[config.mk]
export PLATFORM = sky130hd
export DESIGN_NAME = bus_mem_decoder
export DESIGN_NICKNAME = d
export VERILOG_FILES = /design/src/rtl/bdec_pkg.sv /design/src/rtl/bdec_region.sv /design/src/rtl/bdec_overlay.sv /design/src/rtl/bdec_strobes.sv /design/src/rtl/bus_mem_decoder.sv
export SDC_FILE = /design/constraint.sdc
export NUM_CORES = 1
export LEC_CHECK = 0
export BUFFER_PORTS_ARGS = -buffer_cell sky130_fd_sc_hd__buf_2
export CORE_AREA = 8 8 45 47
export CTS_CLUSTER_DIAMETER = 100
export DETAILED_ROUTE_END_ITERATION = 10
export DIE_AREA = 0 0 53 55
export MAX_ROUTING_LAYER = met4
export PLACE_DENSITY = 0.47
export SLEW_MARGIN = 10
export SYNTH_ARGS = -nofsm -noshare
export SYNTH_HDL_FRONTEND = slang
export SYNTH_HIERARCHICAL = 1
export SYNTH_SLANG_ARGS = --single-unit
[constraint.sdc]
create_clock -name clk -period 1.67 [get_ports clk]
set_input_delay 0.334 -clock clk [delete_from_list [all_inputs] [get_ports clk]]
set_output_delay 0.334 -clock clk [all_outputs]
set_load 0.1 [all_outputs]
[src/rtl/bdec_pkg.sv]
// Package: shared types for the bus memory-select decoder.
// Assumes a single flat address space split into three kinds of region.
package bdec_pkg;

    // Which device family an address falls into after priority resolution.
    typedef enum logic [1:0] {
        REG_RAM = 2'd0,
        REG_IO  = 2'd1,
        REG_ROM = 2'd2
    } region_t;

endpackage

[src/rtl/bdec_region.sv]
// Module: bdec_region
// Classifies an address as RAM, I/O or ROM-overlay. The I/O window has
// priority over the ROM window, and RAM covers everything else. It also
// flags an exact hit on the overlay control address.
// Assumes IO_BASE <= IO_LAST and that the ROM window runs from ROM_BASE
// to the top of the address space.
module bdec_region
    import bdec_pkg::*;
#(
    parameter int ADDR_W    = 16,
    parameter int IO_BASE   = 16'hD000,
    parameter int IO_LAST   = 16'hDFFF,
    parameter int ROM_BASE  = 16'hE000,
    parameter int CTRL_ADDR = 16'hD0FF
) (
    input  logic [ADDR_W-1:0] addr,
    output region_t           region,
    output logic              ctrl_hit
);

    localparam logic [ADDR_W-1:0] IO_LO  = ADDR_W'(IO_BASE);
    localparam logic [ADDR_W-1:0] IO_HI  = ADDR_W'(IO_LAST);
    localparam logic [ADDR_W-1:0] ROM_LO = ADDR_W'(ROM_BASE);
    localparam logic [ADDR_W-1:0] CTRL_A = ADDR_W'(CTRL_ADDR);

    // Priority decode: I/O first, then ROM overlay, then RAM.
    always_comb begin
        if (addr >= IO_LO && addr <= IO_HI) begin
            region = REG_IO;
        end else if (addr >= ROM_LO) begin
            region = REG_ROM;
        end else begin
            region = REG_RAM;
        end
    end

    // Exact match on the overlay control register address.
    assign ctrl_hit = (addr == CTRL_A);

endmodule

[src/rtl/bdec_overlay.sv]
// Module: bdec_overlay
// Holds the ROM-switched-out bit. It detects the falling edge of Phase2 in
// the system clock domain and, if the finished cycle was a write to the
// control address, loads the data bit.
// Assumes clk is fast enough to see each Phase2 level at least once, and
// that addr, rw and data stay valid until the edge that sees Phase2 low.
module bdec_overlay (
    input  logic clk,
    input  logic rst_n,
    input  logic phi2,
    input  logic rw,
    input  logic ctrl_hit,
    input  logic data_bit,
    output logic overlay_on
);

    logic phi2_q;
    logic wr_commit;

    // Delayed copy of Phase2 for edge detection; sampled even during reset.
    always_ff @(posedge clk) begin
        phi2_q <= phi2;
    end

    // A write cycle to the control address finishes as Phase2 falls.
    assign wr_commit = phi2_q && !phi2 && !rw && ctrl_hit;

    // Overlay bit: cleared by reset so the ROM is visible, loaded on commit.
    always_ff @(posedge clk) begin
        if (!rst_n) begin
            overlay_on <= 1'b0;
        end else if (wr_commit) begin
            overlay_on <= data_bit;
        end
    end

endmodule

[src/rtl/bdec_strobes.sv]
// Module: bdec_strobes
// Combines Phase2, R/W, the decoded region and the overlay bit into the
// device strobes. Every output-enable, write-enable and select is gated by
// Phase2. The RAM decode enable reflects only the address, the direction
// and the overlay bit.
// Assumes the region input has already resolved I/O-over-ROM priority.
module bdec_strobes
    import bdec_pkg::*;
(
    input  logic    phi2,
    input  logic    rw,
    input  region_t region,
    input  logic    overlay_on,
    output logic    ram_ce0_n,
    output logic    ram_ce1,
    output logic    ram_oe_n,
    output logic    ram_we_n,
    output logic    rom_cs_n,
    output logic    rom_oe_n,
    output logic    io_sel_n
);

    logic is_io;
    logic is_rom;
    logic ram_claims;
    logic rom_reads;

    // Region flags.
    always_comb begin
        is_io  = (region == REG_IO);
        is_rom = (region == REG_ROM);
    end

    // RAM owns the cycle unless I/O wins, or a ROM read is not overlaid.
    always_comb begin
        ram_claims = !is_io && (!rw || !is_rom || overlay_on);
        rom_reads  = phi2 && rw && is_rom && !overlay_on;
    end

    // Drive the active-low strobes and the Phase2-following RAM enable.
    always_comb begin
        ram_ce0_n = !ram_claims;
        ram_ce1   = phi2;
        ram_oe_n  = !(phi2 && rw && ram_claims);
        ram_we_n  = !(phi2 && !rw && !is_io);
        rom_cs_n  = !rom_reads;
        rom_oe_n  = !rom_reads;
        io_sel_n  = !(phi2 && is_io);
    end

endmodule

[src/rtl/bus_mem_decoder.sv]
// Module: bus_mem_decoder
// Top of the memory-select decoder: address classification, the overlay
// control register and the Phase2-gated strobe generator.
// Assumes a synchronous system clock faster than Phase2 and an active-low
// synchronous reset.
module bus_mem_decoder
    import bdec_pkg::*;
#(
    parameter int ADDR_W    = 16,
    parameter int DATA_W    = 8,
    parameter int IO_BASE   = 16'hD000,
    parameter int IO_LAST   = 16'hDFFF,
    parameter int ROM_BASE  = 16'hE000,
    parameter int CTRL_ADDR = 16'hD0FF
) (
    input  logic              clk,
    input  logic              rst_n,
    input  logic              phi2,
    input  logic              rw,
    input  logic [ADDR_W-1:0] addr,
    input  logic [DATA_W-1:0] data_in,
    output logic              ram_ce0_n,
    output logic              ram_ce1,
    output logic              ram_oe_n,
    output logic              ram_we_n,
    output logic              rom_cs_n,
    output logic              rom_oe_n,
    output logic              io_sel_n
);

    region_t region;
    logic    ctrl_hit;
    logic    overlay_on;
    logic    unused_data;

    // Only bit 0 of the data bus reaches the control register.
    assign unused_data = ^data_in[DATA_W-1:1];

    bdec_region #(
        .ADDR_W   (ADDR_W),
        .IO_BASE  (IO_BASE),
        .IO_LAST  (IO_LAST),
        .ROM_BASE (ROM_BASE),
        .CTRL_ADDR(CTRL_ADDR)
    ) u_region (
        .addr    (addr),
        .region  (region),
        .ctrl_hit(ctrl_hit)
    );

    bdec_overlay u_overlay (
        .clk       (clk),
        .rst_n     (rst_n),
        .phi2      (phi2),
        .rw        (rw),
        .ctrl_hit  (ctrl_hit),
        .data_bit  (data_in[0]),
        .overlay_on(overlay_on)
    );

    bdec_strobes u_strobes (
        .phi2      (phi2),
        .rw        (rw),
        .region    (region),
        .overlay_on(overlay_on),
        .ram_ce0_n (ram_ce0_n),
        .ram_ce1   (ram_ce1),
        .ram_oe_n  (ram_oe_n),
        .ram_we_n  (ram_we_n),
        .rom_cs_n  (rom_cs_n),
        .rom_oe_n  (rom_oe_n),
        .io_sel_n  (io_sel_n)
    );

endmodule

==> run_results.csv <==
group,metric,value,unit
outcome,status,"finished, final reports clean",
clocking,cts_inserted_buffers,3,
global_routing,antenna_found_initial,0,
global_routing,grt_pass1_wl,1262,microns
placement,gp_congestion,0.6731,
placement,port_buffers,27,
drt,drc,0,
placement,place_inst,64,
timing,relSlewSlack,67.49,%
timing,slew_viol_final,0,
die,die_h,55,microns
clocking,clk_path_buf_depth,2,
critical_path,worst-path-buf-inv,2,
synth,synth_top_family_by_area,"simple AND/OR/NAND/NOR gates",
placement,dpl_cell_area,430.4,sq um
synth,synth-xor-area-share,0,%
timing,period_needed,1649,ps
critical_path,worst-path-max-fanout,3,
critical_path,crit_path_end,"ram_oe_n",
layout,design_area,464.2,sq um
layout,drive_above_1_share,72.55,%
synth,synth_compound_area_share,3.774,%
placement,dp_slack,-1.279,ps
timing,setup_viol,0,
die,dieArea,2915,sq um
critical_path,worstSetupStartpointType,"input pin",
clocking,cts_tree,"yes",
drt,drtAntennaViolNets,0,
critical_path,path_depth,5,
die,start_util,14.38,%
synth,ys_types,16,
timing,period_share,98.76,%
min_path,hp-class,"in -> reg",
job,cap_violations,0,
power_and_ir_drop,p_leak,0.2316,nW
timing,timing.hold.ws,335.3,ps
clocking,root_buffer,"clkbuf_4",
critical_path,crit_required,1340,ps
drt,vias,279,
synth,syn_area_per_cell,9.043,sq um
die,rows,14,
power_and_ir_drop,power_density,585.2,nW/um^2
timing,worst_slew_pin_slew,491.0,ps
clocking,h-tree-depth,1,
power_and_ir_drop,p_total,271.6,uW
timing,setup_ws,20.63,ps
power_and_ir_drop,ir_worst_vdd,0.1323,mV
timing,fmax,606.3,MHz
layout,num-nets-final,81,
critical_path,cpPeakStageDelay,260,ps
layout,synthToLayoutAreaGrowth,133.3,%
critical_path,worst-r2r-setup-slack,920,ps
global_routing,track_usage,5.906,%
die,core,1384,sq um
layout,diodes,0,
synth,synthMuxAreaShare,5.031,%
layout,layout.cells.non_filler,67,
layout,fin_util,33.54,%
clocking,clock_latency,220,ps
synth,netlist_area,198.9,sq um
synth,ys_seq_area_share,20.13,%
timing,tns,0,ps
critical_path,cpLargestDelayFamily,"simple AND/OR/NAND/NOR gates",
critical_path,cpMaxStageDelayCell,"and4b_2",
drt,vias_per_cell,4.164,
die,die_x,53,microns
layout,regArea,40.04,sq um
critical_path,r2r.worst_path.cells,2,
synth,synth_adder_area_share,0,%
placement,dp_hpwl,726.8,microns
global_routing,grt_pass1_vias,317,
drt,first_iter_violations,0,
critical_path,arrival,1320,ps
critical_path,startpoint,"addr[15]",
timing,fin_worst_skew,3.421,ps
critical_path,r2r_start,"u_overlay/phi2_q$_DFF_P_",
drt,first_pass_iters,1,
critical_path,critical_path.cell_chain,"buf_6 > and4b_2 > nor3b_4 > nand4b_1 > buf_12",
critical_path,r2r_end,"u_overlay/overlay_on$_SDFFE_PN0P_",
drt,drt-total-wl,812,microns
clocking,clk_pin_slew,30,ps
clocking,hold_buffers,0,
layout,nFillCells,151,
synth,synth_simple_gate_area_share,63.52,%
synth,synth_warnings,6,
clocking,numClockSinks,2,
synth,ys_ff_latch,2,
layout,multiInputGateArea,167.7,sq um
timing,rsz0062_at_grt,"yes",
global_routing,overflow,0,
die,design.portCount,35,
timing,hold_violations,0,
synth,synth_cells,22,
synth,synth_fp_nets,50,
drt,wl_per_cell,12.12,microns
critical_path,end_kind,"output pin",
critical_path,worstSetupPathType,"in -> out",
global_routing,grt_max_degree,8,
[worst min-delay path by stage]
stage / start / to / cells after the start
2_1_floorplan: phi2 / u_overlay/phi2_q$_DFF_P_ / 0
3_5_place_dp: u_overlay/overlay_on$_SDFFE_PN0P_ / u_overlay/overlay_on$_SDFFE_PN0P_ / 2
6_report: phi2 / u_overlay/phi2_q$_DFF_P_ / 1
3_3_place_gp: u_overlay/overlay_on$_SDFFE_PN0P_ / u_overlay/overlay_on$_SDFFE_PN0P_ / 2
5_1_grt: phi2 / u_overlay/phi2_q$_DFF_P_ / 1
4_1_cts: phi2 / u_overlay/phi2_q$_DFF_P_ / 1
[logic make-up (layout without fill, tap and decap cells)]
family,Yosys count,count (layout)
multiplexers,1,1
AND/OR/NAND/NOR,16,16
buffers and inverters,2,31
flip-flops,2,2
AO/OA/AOI/OAI,1,1
[Yosys cell counts]
cell      instances  area [sq um]
and4b_1           3         30.03
nand2_1           3         11.26
buf_4             2         15.01
dfxtp_1           2         40.04
a21o_1            1         7.510
and3_2            1         7.510
and4_1            1         8.760
and4bb_1          1         12.51
mux2i_1           1         10.01
nand2b_1          1         6.260
nand3_1           1         5.000
nand3b_1          1         7.510
nand4b_1          1         8.760
nor2b_1           1         6.260
nor3b_2           1         12.51
nor4bb_1          1         10.01
[cells in the final DEF (no fill, tap or decap)]
cell / instances
nor4bb_1: 1
buf_4: 3
nand2_1: 2
a21o_2: 1
nand4b_1: 1
and4bb_1: 1
and4b_2: 1
mux2i_1: 1
nor2b_1: 1
and3_2: 1
buf_12: 4
nand2b_1: 1
and4b_1: 2
nor3b_4: 1
and4_1: 1
nand3b_1: 1
nand3_4: 1
clkbuf_4: 3
dfxtp_1: 2
nand2_2: 1
buf_6: 1
buf_2: 20
[area by class of cell]
class / count / share of cell area (%)
multi-input cells: 18 / 36.12
clock buffers: 3 / 4.852
flip-flops and latches: 2 / 8.625
well taps: 16 / 4.313
repair buffers: 28 / 46.09
[flip-flops by register name, summed over array words and instances (netlist names)]
register / cells
u_overlay/overlay_on: 1
u_overlay/phi2_q: 1
[routing by layer]
| metal | global-route usage (%) | share of wire, % | up-vias |
|---|---|---|---|
| li1 | - | - | 145 |
| met1 | 5.758 | 35 | 127 |
| met2 | 10.55 | 59 | 7 |
| met3 | 1.070 | 4.9 | 0 |
| met4 | 3.879 | 0 | 0 |
| met5 | - | 0 | - |
[timing repair]
action,in CTS,in global routing
endpoints found under the hold margin,0,0
buffers inserted,0,0
endpoints found under the setup margin,1,4
resized for setup,1,4
pin swaps,0,1
[power by group]
part	internal (mW)	switching [mW]	total, mW
Sequential	0.0494	0.000201	0.0496
Combinational	0.0462	0.0677	0.114
Clock	0.0795	0.0287	0.108
No activity file was read; power rests on OpenSTA's default activity.
